**src/rtl/async_sched_pkg.sv**
```systemverilog
package async_sched_pkg;

  // Strobes from the control decode to the state registers.
  typedef struct packed {
    logic setReclaim;
    logic clrReclaim;
    logic raiseStop;
    logic armDoorbell;
    logic countHead;
    logic completeAdv;
    logic clearAdv;
  } ctlStrobes_t;

endpackage

```
**src/rtl/async_sched_ctrl.sv**
```systemverilog
module async_sched_ctrl
  import async_sched_pkg::*;
#(
  parameter int HEAD_PASSES = 2,
  localparam int CNT_W = $clog2(HEAD_PASSES + 1)
) (
  input  logic             clk,
  input  logic             rstN,
  input  logic             qhFetchValid,
  input  logic             qhHeadBit,
  input  logic             txnExec,
  input  logic             schedStart,
  input  logic             doorbellWrite,
  input  logic             statusAck,
  input  logic             reclaimQ,
  input  logic             doorbellQ,
  input  logic             statusQ,
  input  logic [CNT_W-1:0] passCount,
  output ctlStrobes_t      strobes
);

  localparam logic [CNT_W-1:0] PASS_MAX  = CNT_W'(HEAD_PASSES);
  localparam logic [CNT_W-1:0] PASS_LAST = CNT_W'(HEAD_PASSES - 1);

  logic headSeen;
  logic armNow;
  logic countNow;

  always_comb begin
    headSeen = qhFetchValid & qhHeadBit;
    armNow   = doorbellWrite & ~statusQ;
    countNow = headSeen & doorbellQ & ~armNow & (passCount < PASS_MAX);

    strobes             = '0;
    strobes.setReclaim  = txnExec | schedStart;
    strobes.clrReclaim  = headSeen;
    strobes.raiseStop   = headSeen & ~reclaimQ;
    strobes.armDoorbell = armNow;
    strobes.countHead   = countNow;
    strobes.completeAdv = countNow & (passCount == PASS_LAST);
    strobes.clearAdv    = statusAck & statusQ;
  end

  // a completion is only decoded while a doorbell is pending
  p_complete_needs_db_r7: assert property (@(posedge clk) disable iff (!rstN)
    strobes.completeAdv |-> (doorbellQ && !statusQ));

  // doorbell never armed while status still set
  p_no_arm_on_status_r9: assert property (@(posedge clk) disable iff (!rstN)
    statusQ |-> !strobes.armDoorbell);

endmodule

```
**src/rtl/async_sched_dp.sv**
```systemverilog
module async_sched_dp
  import async_sched_pkg::*;
#(
  parameter int HEAD_PASSES = 2,
  localparam int CNT_W = $clog2(HEAD_PASSES + 1)
) (
  input  logic             clk,
  input  logic             rstN,
  input  ctlStrobes_t      strobes,
  input  logic             qhFetchValid,
  input  logic             qhHeadBit,
  input  logic             txnExec,
  input  logic             schedStart,
  input  logic             doorbellWrite,
  input  logic             statusAck,
  output logic             reclaimQ,
  output logic             stopQ,
  output logic             doorbellQ,
  output logic             statusQ,
  output logic [CNT_W-1:0] passCount
);

  localparam logic [CNT_W-1:0] PASS_MAX = CNT_W'(HEAD_PASSES);

  always_ff @(posedge clk) begin
    if (!rstN) begin
      reclaimQ  <= 1'b0;
      stopQ     <= 1'b0;
      doorbellQ <= 1'b0;
      statusQ   <= 1'b0;
      passCount <= '0;
    end else begin
      // set wins over clear
      if (strobes.setReclaim)      reclaimQ <= 1'b1;
      else if (strobes.clrReclaim) reclaimQ <= 1'b0;

      stopQ <= strobes.raiseStop;

      if (strobes.armDoorbell) begin
        doorbellQ <= 1'b1;
        passCount <= '0;
      end else if (strobes.countHead) begin
        passCount <= passCount + 1'b1;
        if (strobes.completeAdv) doorbellQ <= 1'b0;
      end

      if (strobes.completeAdv)   statusQ <= 1'b1;
      else if (strobes.clearAdv) statusQ <= 1'b0;
    end
  end


  p_head_clears_r2: assert property (@(posedge clk) disable iff (!rstN)
    (qhFetchValid && qhHeadBit && !txnExec && !schedStart) |=> !reclaimQ);


  p_event_sets_r3: assert property (@(posedge clk) disable iff (!rstN)
    (txnExec || schedStart) |=> reclaimQ);


  p_empty_stops_r4: assert property (@(posedge clk) disable iff (!rstN)
    (qhFetchValid && qhHeadBit && !reclaimQ) |=> stopQ);


  p_busy_no_stop_r5: assert property (@(posedge clk) disable iff (!rstN)
    (reclaimQ || !qhFetchValid || !qhHeadBit) |=> !stopQ);


  p_arm_r6: assert property (@(posedge clk) disable iff (!rstN)
    (doorbellWrite && !statusQ) |=> (doorbellQ && passCount == '0));


  p_status_after_db_r7: assert property (@(posedge clk) disable iff (!rstN)
    $rose(statusQ) |-> $past(doorbellQ));

  p_count_sat_r7: assert property (@(posedge clk) disable iff (!rstN)
    passCount <= PASS_MAX);


  p_db_status_excl_r8: assert property (@(posedge clk) disable iff (!rstN)
    !(doorbellQ && statusQ));


  p_db_ignored_r9: assert property (@(posedge clk) disable iff (!rstN)
    (doorbellWrite && statusQ) |=> !doorbellQ);


  p_ack_clears_r10: assert property (@(posedge clk) disable iff (!rstN)
    (statusAck && statusQ) |=> !statusQ);

endmodule

```
**src/rtl/async_sched_tracker.sv**
```systemverilog
module async_sched_tracker
  import async_sched_pkg::*;
#(
  parameter int HEAD_PASSES = 2
) (
  input  logic clk,
  input  logic rstN,
  input  logic qhFetchValid,
  input  logic qhHeadBit,
  input  logic txnExec,
  input  logic schedStart,
  input  logic doorbellWrite,
  input  logic statusAck,
  input  logic irqEnable,
  output logic reclaimFlag,
  output logic stopTraversal,
  output logic doorbellBit,
  output logic advanceStatus,
  output logic advanceIrq
);

  localparam int CNT_W = $clog2(HEAD_PASSES + 1);

  ctlStrobes_t      strobes;
  logic             reclaimQ;
  logic             stopQ;
  logic             doorbellQ;
  logic             statusQ;
  logic [CNT_W-1:0] passCount;

  async_sched_ctrl #(.HEAD_PASSES(HEAD_PASSES)) ctrl_i (
    .clk           (clk),
    .rstN          (rstN),
    .qhFetchValid  (qhFetchValid),
    .qhHeadBit     (qhHeadBit),
    .txnExec       (txnExec),
    .schedStart    (schedStart),
    .doorbellWrite (doorbellWrite),
    .statusAck     (statusAck),
    .reclaimQ      (reclaimQ),
    .doorbellQ     (doorbellQ),
    .statusQ       (statusQ),
    .passCount     (passCount),
    .strobes       (strobes)
  );

  async_sched_dp #(.HEAD_PASSES(HEAD_PASSES)) dp_i (
    .clk           (clk),
    .rstN          (rstN),
    .strobes       (strobes),
    .qhFetchValid  (qhFetchValid),
    .qhHeadBit     (qhHeadBit),
    .txnExec       (txnExec),
    .schedStart    (schedStart),
    .doorbellWrite (doorbellWrite),
    .statusAck     (statusAck),
    .reclaimQ      (reclaimQ),
    .stopQ         (stopQ),
    .doorbellQ     (doorbellQ),
    .statusQ       (statusQ),
    .passCount     (passCount)
  );

  assign reclaimFlag   = reclaimQ;
  assign stopTraversal = stopQ;
  assign doorbellBit   = doorbellQ;
  assign advanceStatus = statusQ;
  assign advanceIrq    = statusQ & irqEnable;

  initial begin
    p_params_r7: assert (HEAD_PASSES >= 1);
  end


  p_irq_gated_r11: assert property (@(posedge clk) disable iff (!rstN)
    advanceIrq |-> (advanceStatus && irqEnable));

endmodule

```
**config.mk**
```make
export PLATFORM = sky130hd
export DESIGN_NAME = async_sched_tracker
export DESIGN_NICKNAME = d
export VERILOG_FILES = /design/src/rtl/async_sched_pkg.sv /design/src/rtl/async_sched_ctrl.sv /design/src/rtl/async_sched_dp.sv /design/src/rtl/async_sched_tracker.sv
export SDC_FILE = /design/constraint.sdc
export NUM_CORES = 1
export LEC_CHECK = 0
export ABC_AREA = 1
export BUFFER_PORTS_ARGS = -buffer_cell sky130_fd_sc_hd__buf_2
export CAP_MARGIN = 20
export CORE_AREA = 2 2 39 41
export DETAILED_ROUTE_END_ITERATION = 10
export DIE_AREA = 0 0 41 43
export HOLD_SLACK_MARGIN = 0.08
export PLACE_DENSITY_LB_ADDON = 0.1
export REMOVE_ABC_BUFFERS = 1
export SETUP_SLACK_MARGIN = 0.2
export SYNTH_ARGS = -nofsm -noshare
export SYNTH_HDL_FRONTEND = slang
export SYNTH_SLANG_ARGS = --single-unit
```
**constraint.sdc**
```tcl
create_clock -name clk -period 0.8 [get_ports clk]
set_input_delay 0.16 -clock clk [delete_from_list [all_inputs] [get_ports clk]]
set_output_delay 0.16 -clock clk [all_outputs]
set_load 0.03 [all_outputs]
```
Word level (Yosys, flattened, before mapping)
Cells that the tools add are included.

Register bits after elaboration: 6. Bits of input ports: 9. Output and inout bits: 5. Logic and storage cells: 35.

$add $sub $neg: 1. Magnitude comparators: 1. Eq/ne operators: 1. Mux-type cells: 7. Bitwise logic cells: 14. Reductions and logical operators: 6.

Operators by type and width (number): $and A1 B1 Y1 (9); $reduce_bool A2 Y1 (4); $mux W1 (7); $not A1 Y1 (4); $add A2 B1 Y2 const B (1); $eq A2 B1 Y1 const B (1); $lt A2 B2 Y1 const B (1); $reduce_and A2 Y1 (1); $reduce_or A2 Y1 (1); $or A1 B1 Y1 (1).

Logic depth before layout (Yosys ltp)
Gate-level depths: netlist of run 1.

Depth after elaboration: 9. Mapped depth: 6. Gate-level depth less buffers: 6.

Modules after synthesis
From an unflattened synthesis of run 1, not the netlist that was laid out.

Cell total of the unflattened synthesis: 48. Area, all modules: 311.5 sq um.

Modules (own cells, without submodules): async_sched_dp (times used 1, cells an instance 28, area an instance 211.5 sq um, sequential area each 120.1 sq um); async_sched_ctrl (times used 1, cells an instance 18, area an instance 92.6 sq um, sequential area each 0.0 sq um); async_sched_tracker (times used 1, cells an instance 2, area an instance 7.5 sq um, sequential area each 0.0 sq um).

Worst setup path before layout of run 1
Ideal clock, no wire load.

Path type: register to register. From: register dp_i.doorbellQ. To: register dp_i.doorbellQ. Library setup time: 0.109 ns. Data arrival time: 0.894 ns. Required time: 0.691 ns. Slack: -0.203 ns. Cell stages (with the launch flop): 6. Path buffers: 0. Period minus slack after synthesis: 1.003 ns. Path through: dfxtp_1 nand2_2 nor2_4 nand3_2 nand2_1 inv_1.

Word-level cells in the longest chain between the ends: 6. Elaborated cells on any way between the ends: 7. Those cells by class: 4 x bitwise; 3 x reduce/logical.

RTL lines: start: declaration (line async_sched_dp.sv:18) `output logic doorbellQ,`; start signal: assignment (line async_sched_dp.sv:29) `doorbellQ <= 1'b0;`; start signal: assignment (line async_sched_dp.sv:40) `doorbellQ <= 1'b1;`; start signal: assignment (line async_sched_dp.sv:44) `if (strobes.completeAdv) doorbellQ <= 1'b0;`; $and A1 B1 Y1 * (3 in a row) (line async_sched_ctrl.sv:32) `countNow = headSeen & doorbellQ & ~armNow & (passCount < PASS_MAX);`; $and A1 B1 Y1 (line async_sched_ctrl.sv:40) `strobes.completeAdv = countNow & (passCount == PASS_LAST);`; $reduce_bool A2 Y1 (no line); $reduce_and A2 Y1 (no line) *.

Every way passes the cells marked *; elsewhere a longest branch is shown, timed or not. A chain may end at the register's enable or synchronous reset.

Worst setup path after layout of run 1
From: register dp_i.statusQ. To: output port advanceIrq.

Word-level cells in the longest chain between the ends: 1.

RTL lines: start: declaration (line async_sched_dp.sv:19) `output logic statusQ,`; start signal: assignment (line async_sched_dp.sv:30) `statusQ <= 1'b0;`; start signal: assignment (line async_sched_dp.sv:47) `if (strobes.completeAdv) statusQ <= 1'b1;`; start signal: assignment (line async_sched_dp.sv:48) `else if (strobes.clearAdv) statusQ <= 1'b0;`; $and A1 B1 Y1 (line async_sched_tracker.sv:68) `assign advanceIrq = statusQ & irqEnable;`; end: declaration (line async_sched_tracker.sv:19) `output logic advanceIrq`.

No other way between the ends.

==> metrics, run 1 <==
clock skew=0.00135 ns; critical path type=register to primary output; Yosys warnings=0; post-detail-place hpwl=436 um; clk buf depth=2; largest net degree at the start of global routing=5; max capacitance violation total=0; status=finished with violations; top cell type's share of synthesized area=44.0%; Critical Path AT=0.80 ns; CP Capture Type=primary output; cell area after synthesis=273 sq um; crit path max fanout=3; fin crit share=120%; worst hold path startpoint=txnExec; total wire length=592 um; Final nets=66; grt ovf=0; Seq cells post-synth=6; cell taking the most area after synthesis=dfxtp_1; total power draw=731 uW; antenna violations before repair=0; final worst slack=-0.164 ns; post-synth cell types=15; I/O Buffers=13; initial DRC count=1; final instance area=477 sq um; Area growth syn-to-layout=74.8%; vias in the first global route=254; RSZ-0062 raised after global routing=true; placed cells=65; gr usage total=8.43%; WHS Endpoint=dp_i.reclaimQ; layout cells sized above 1=66.7%; root buffer cell=clkbuf_4; Post-DRT Antenna Nets=0; gp weighted congestion=0.609; drt wl/cell=8.46 um; element type at the critical path start=register; CTS Buf Count=3; CTS tree=done; vias per inst=4.03; Worst EP required=0.64 ns; pwr/cell area=1530 nW/um^2; top-count cell post-synth=inv_1; DR vias=282; worst r2r path cells=5; first-pass GRT wire length=917 um; Die Area=1760 sq um; Fin. Hold Viols=0; filler-free cell count of the finished design=70; fin. max-slew vios=0; Antenna Cells=0; final setup fails=8; TritonRoute pass-1 iters=4; Worst VDD drop=0.671 mV; initial core utilization=19.7%; reg2reg end=dp_i.passCount[1]; violated checks=negative setup slack; top achievable clock speed=1.04 GHz; Worst-Skew Late Latency=0.25 ns; max_slew headroom=88.0%; Final Critical Period=0.964 ns; Cell Rows=14; IO Pins=14; Synth area leaders=dfxtp_1 44%, inv_1 9.6%, nand2_1 8.3%, a21oi_1 7.3%, ha_1 4.6%; Synth Flop Type=dfxtp_1; Worst Max-Slew Pin Slew=0.179 ns; Sink Count=6; Post-Synthesis Cells=35; Worst-path clk slew=0.05 ns; Post-synth ARST share=0%; leakage=0.221 nW; CTS H-Tree Depth=1; Die X=41 um; Hold Path Cell Cnt=3; DRC viols=0; Placed Area=365 sq um; Die Y=43 um; worst r2r src=dp_i.passCount[1]; Synth Area per Inst=7.79 sq um; area of the core=1380 sq um; synth cell count leaders=7 x inv_1, 6 x dfxtp_1, 6 x nand2_1; Post-synth EDFFs=0; register area share after synthesis=44.0%; Reg2Reg Setup Slack=-0.08 ns; HP Class=input port to register
[stage by stage]
step	hold WS, ns	utilization, %	setup TNS [ns]	setup WS (ns)
finish	0.173	34.4	-0.638	-0.164
global route	0.173	34.4	-1.00	-0.228
CTS	0.155	32.5	-0.776	-0.171
detailed placement	0.433	26.4	-0.164	-0.110
global placement	0.424	26.4	-0.223	-0.110
floorplan	0.308	-	-0.867	-0.203
[flip-flops by register name, indices dropped and copies added, names as in the netlist]
register / cells
dp_i.passCount: 2
dp_i.reclaimQ: 1
dp_i.doorbellQ: 1
dp_i.statusQ: 1
dp_i.stopQ: 1
[final cells by class]
type | count | area (sq um)
clock buffer | 3 | 22.5
sequential | 6 | 130
tap | 16 | 20.0
inverter | 8 | 32.5
fill | 156 | 907
multi-input combinational | 21 | 151
timing repair buffer | 16 | 120
[critical path, cell delays in order, from the launching register on]
cell     delay (ns)
dfxtp_2        0.33
nand2_1        0.05
inv_1          0.06
buf_6          0.12
[worst max-delay path by stage]
| stage | depth (start not counted) | slack, ns | to | startpoint |
|---|---|---|---|---|
| after floorplan | 5 | -0.20 | dp_i.doorbellQ | dp_i.doorbellQ |
| after global placement | 5 | -0.11 | dp_i.passCount[1] | dp_i.passCount[1] |
| after detailed placement | 5 | -0.11 | dp_i.passCount[1] | dp_i.passCount[1] |
| after CTS | 3 | -0.17 | advanceIrq | dp_i.statusQ |
| after global routing | 3 | -0.23 | advanceIrq | dp_i.statusQ |
| final | 3 | -0.16 | advanceIrq | dp_i.statusQ |
[layout by cell type, fill, tap and decap left out, types with 2 or more instances in the layout]
master	instances
buf_2	9
dfxtp_2	5
nand2_2	2
inv_1	6
clkbuf_4	3
a21oi_1	3
nand2_1	5
buf_6	6
a21oi_2	2
[layer usage]
metal / GRT usage, % / part of all wire (%) / vias to the layer above
met4: 8.00 / 3.7 / 0
met5: 0 / 0 / -
met2: 10.3 / 44 / 10
met3: 4.71 / 6.8 / 3
met1: 9.65 / 45 / 122
li1: - / - / 147
[where the power goes]
| group | internal (mW) | switching [mW] | total, mW |
|---|---|---|---|
| clock | 0.170 | 0.119 | 0.289 |
| sequential | 0.311 | 0.0101 | 0.321 |
| combinational | 0.0610 | 0.0606 | 0.122 |
| total | 0.542 | 0.189 | 0.731 |
[cells by family after synthesis]
family	count (synthesis)	synth area share, %
and+or+nand+nor	14	28.0
buffers and inverters	8	11.0
DFF	6	44.0
adders and majority gates	1	4.59
AOI/OAI and AO/OA	6	12.4
[what timing repair did]
| item | CTS | global route |
|---|---|---|
| setup buffers | 1 | 1 |
| hold buffers | 0 | 0 |
| endpoints found under the setup margin | 10 | 11 |
| resized for setup | 18 | 7 |
| pin swaps | 4 | 2 |
Note: power is estimated with default switching activity, not from simulation.
==> run 2, diff against run 1 <==
Settings changed: ABC_AREA 1 to default.
Clock period 0.8 ns to 0.9 ns, I/O delays scaled along.
==> metrics, run 2 <==
Seq cells post-synth=6 (unchanged); CTS tree=done; Worst VDD drop=0.622 mV (-7.2%); register area share after synthesis=46.8% (+2.8 points); fin crit share=112%; Synth Flop Type=dfxtp_1; layout cells sized above 1=78.4% (+12 points); leakage=0.227 nW (+2.8%); top-count cell post-synth=dfxtp_1; I/O Buffers=13 (unchanged); post-synth cell types=18 (+3); Post-synth ARST share=0% (unchanged); Sink Count=6 (unchanged); final worst slack=-0.108 ns (+0.0555 ns); top achievable clock speed=0.992 GHz; total wire length=775 um (+31%); max reg flops=2 (unchanged); violated checks=negative setup slack; pwr/cell area=1290 nW/um^2 (-16%); crit path max fanout=3 (unchanged); Area growth syn-to-layout=100%; Yosys warnings=0 (unchanged); filler-free cell count of the finished design=67 (-4.3%); final instance area=513 sq um (+7.6%); CTS Buf Count=3 (unchanged); element type at the critical path start=register; final setup fails=7 (-1); vias in the first global route=305 (+20%); root buffer cell=clkbuf_4; grt ovf=0 (unchanged); max_slew headroom=88.3% (+0.28 points); first-pass GRT wire length=1.17 mm (+28%); Die Y=43 um (unchanged); max capacitance violation total=0 (unchanged); most frequent cells in the layout=9 x buf_2, 6 x dfxtp_2, 6 x buf_6, 6 x buf_4; Final Critical Period=1.01 ns; cell area after synthesis=256 sq um (-6.0%); fin. max-slew vios=0 (unchanged); gp weighted congestion=0.697 (+15%); Die X=41 um (unchanged); drt wl/cell=11.6 um (+37%); multi-input logic area=178 sq um (+17%); placed cells=59 (-9.2%); Post-synth EDFFs=0 (unchanged); vias per inst=4.42 (+9.7%); largest net degree at the start of global routing=7 (+2); Final nets=63 (-4.5%); CTS H-Tree Depth=1 (unchanged); CP Capture Type=primary output; DR vias=296 (+5.0%); status=finished with violations; Critical Path AT=0.83 ns (+0.03 ns); Fin Setup TNS=-0.397 ns (+0.241 ns); Worst EP required=0.72 ns (+0.08 ns); Fin. Hold Viols=0 (unchanged); initial core utilization=18.5% (-1.2 points); synth cell count leaders=6 x dfxtp_1, 3 x nand2_1, 2 x inv_1, 2 x nand2b_1; Worst-path clk slew=0.05 ns (about the same); TritonRoute pass-1 iters=2 (-2); Die Area=1760 sq um (unchanged); Synth Area per Inst=9.50 sq um (+22%); Worst Max-Slew Pin Slew=0.175 ns (-0.00437 ns); Synth area leaders=dfxtp_1 47%, ha_1 4.9%, nand2b_1 4.9%, and4b_2 4.4%, nand2_1 4.4%; antenna violations before repair=0 (unchanged); critical path type=register to primary output; initial DRC count=3 (+2); gr usage total=10.5% (+2.1 points); clock skew=0.00482 ns (+0.00348 ns); clk buf depth=2 (unchanged); register area=128 sq um (-1.9%); Antenna Cells=0 (unchanged); IO Pins=14 (unchanged); Post-Synthesis Cells=27 (-23%); Worst-Skew Late Latency=0.25 ns (about the same); RSZ-0062 raised after global routing=true; top cell type's share of synthesized area=46.8% (+2.8 points); Top reg by flops=dp_i.passCount; Post-DRT Antenna Nets=0 (unchanged); commonest non-fill, non-tap cell in the layout=buf_2; post-detail-place hpwl=542 um (+24%); fillcell total=153 (-1.9%); Cell Rows=14 (unchanged); Placed Area=364 sq um (-0.34%); cell taking the most area after synthesis=dfxtp_1; HP Class=input port to register; area of the core=1380 sq um (unchanged); DRC viols=0 (unchanged)
run 2: changes by cell type after synthesis, moves of 2 or more:
cell	change
nand2b_1	+2
nand2_1	-3
inv_1	-5
a21oi_1	-3
nand2_2	-2
run 2: layout make-up:
class	count	area share, %
Clock buffer	3	4.39
Inverter	2	1.46
Multi-Input combinational cell	19	34.6
Sequential cell	6	24.9
Tap cell	16	3.90
Timing Repair Buffer	21	30.7
run 2: worst paths after layout:
kind | start | to | slack [ns] | depth (start not counted)
worst max-delay path | dp_i.statusQ | advanceIrq | -0.11 | 2
worst max register to register | dp_i.passCount[1] | dp_i.doorbellQ | -0.07 | 3
worst min register to register | dp_i.reclaimQ | dp_i.stopQ | 0.50 | 2
worst min-delay path | statusAck | dp_i.statusQ | 0.18 | 3
run 2: worst max-delay path, cell delays in order (launching register included):
cell	delay (ns)
dfxtp_2	0.33
and2_4	0.13
buf_6	0.12
run 2: power by group:
group | internal [mW] | switching (mW) | leakage, nW | total (mW)
clock network | 0.152 | 0.110 | 0.0138 | 0.262
registers | 0.277 | 0.00682 | 0.0514 | 0.284
logic | 0.0634 | 0.0532 | 0.162 | 0.117
run 2: logic make-up after synthesis:
kind of cell             after synthesis  synth area share, %
AND/OR/NAND/NOR                       14                 33.7
XOR/XNOR                               1                 3.42
adder cells (fa/ha/maj)                1                 4.88
flip-flops                             6                 46.8
buffers and inverters                  2                 2.93
AO/OA/AOI/OAI                          3                 8.29
run 2: repair_timing:
item                                    4_1_cts  5_1_grt
endpoints found under the setup margin       10       11
hold buffers                                  0        0
gates cloned                                  0        0
resized for setup                            21        4
pin swaps                                     3        2
setup buffers                                 4        1
run 2: stage by stage:
stage	utilization (%)	worst slack, ns	hold WS, ns	power (mW)
floorplan	-	-0.232	0.308	0.322
global placement	26.3	-0.0480	0.414	0.360
detailed placement	26.3	-0.0939	0.438	0.363
CTS	34.9	-0.120	0.170	0.664
global route	37.1	-0.143	0.193	0.693
finish	37.1	-0.108	0.176	0.662
run 2: per-layer routing:
| metal | wire, um | share of wire, % | vias to the layer above | GRT usage, % |
|---|---|---|---|---|
| li1 | - | - | 144 | - |
| met1 | 254 | 33 | 137 | 9.97 |
| met2 | 401 | 52 | 12 | 15.6 |
| met3 | 97 | 13 | 3 | 7.85 |
| met4 | 21 | 2.7 | 0 | 6.00 |
| met5 | 0 | 0 | - | 0 |
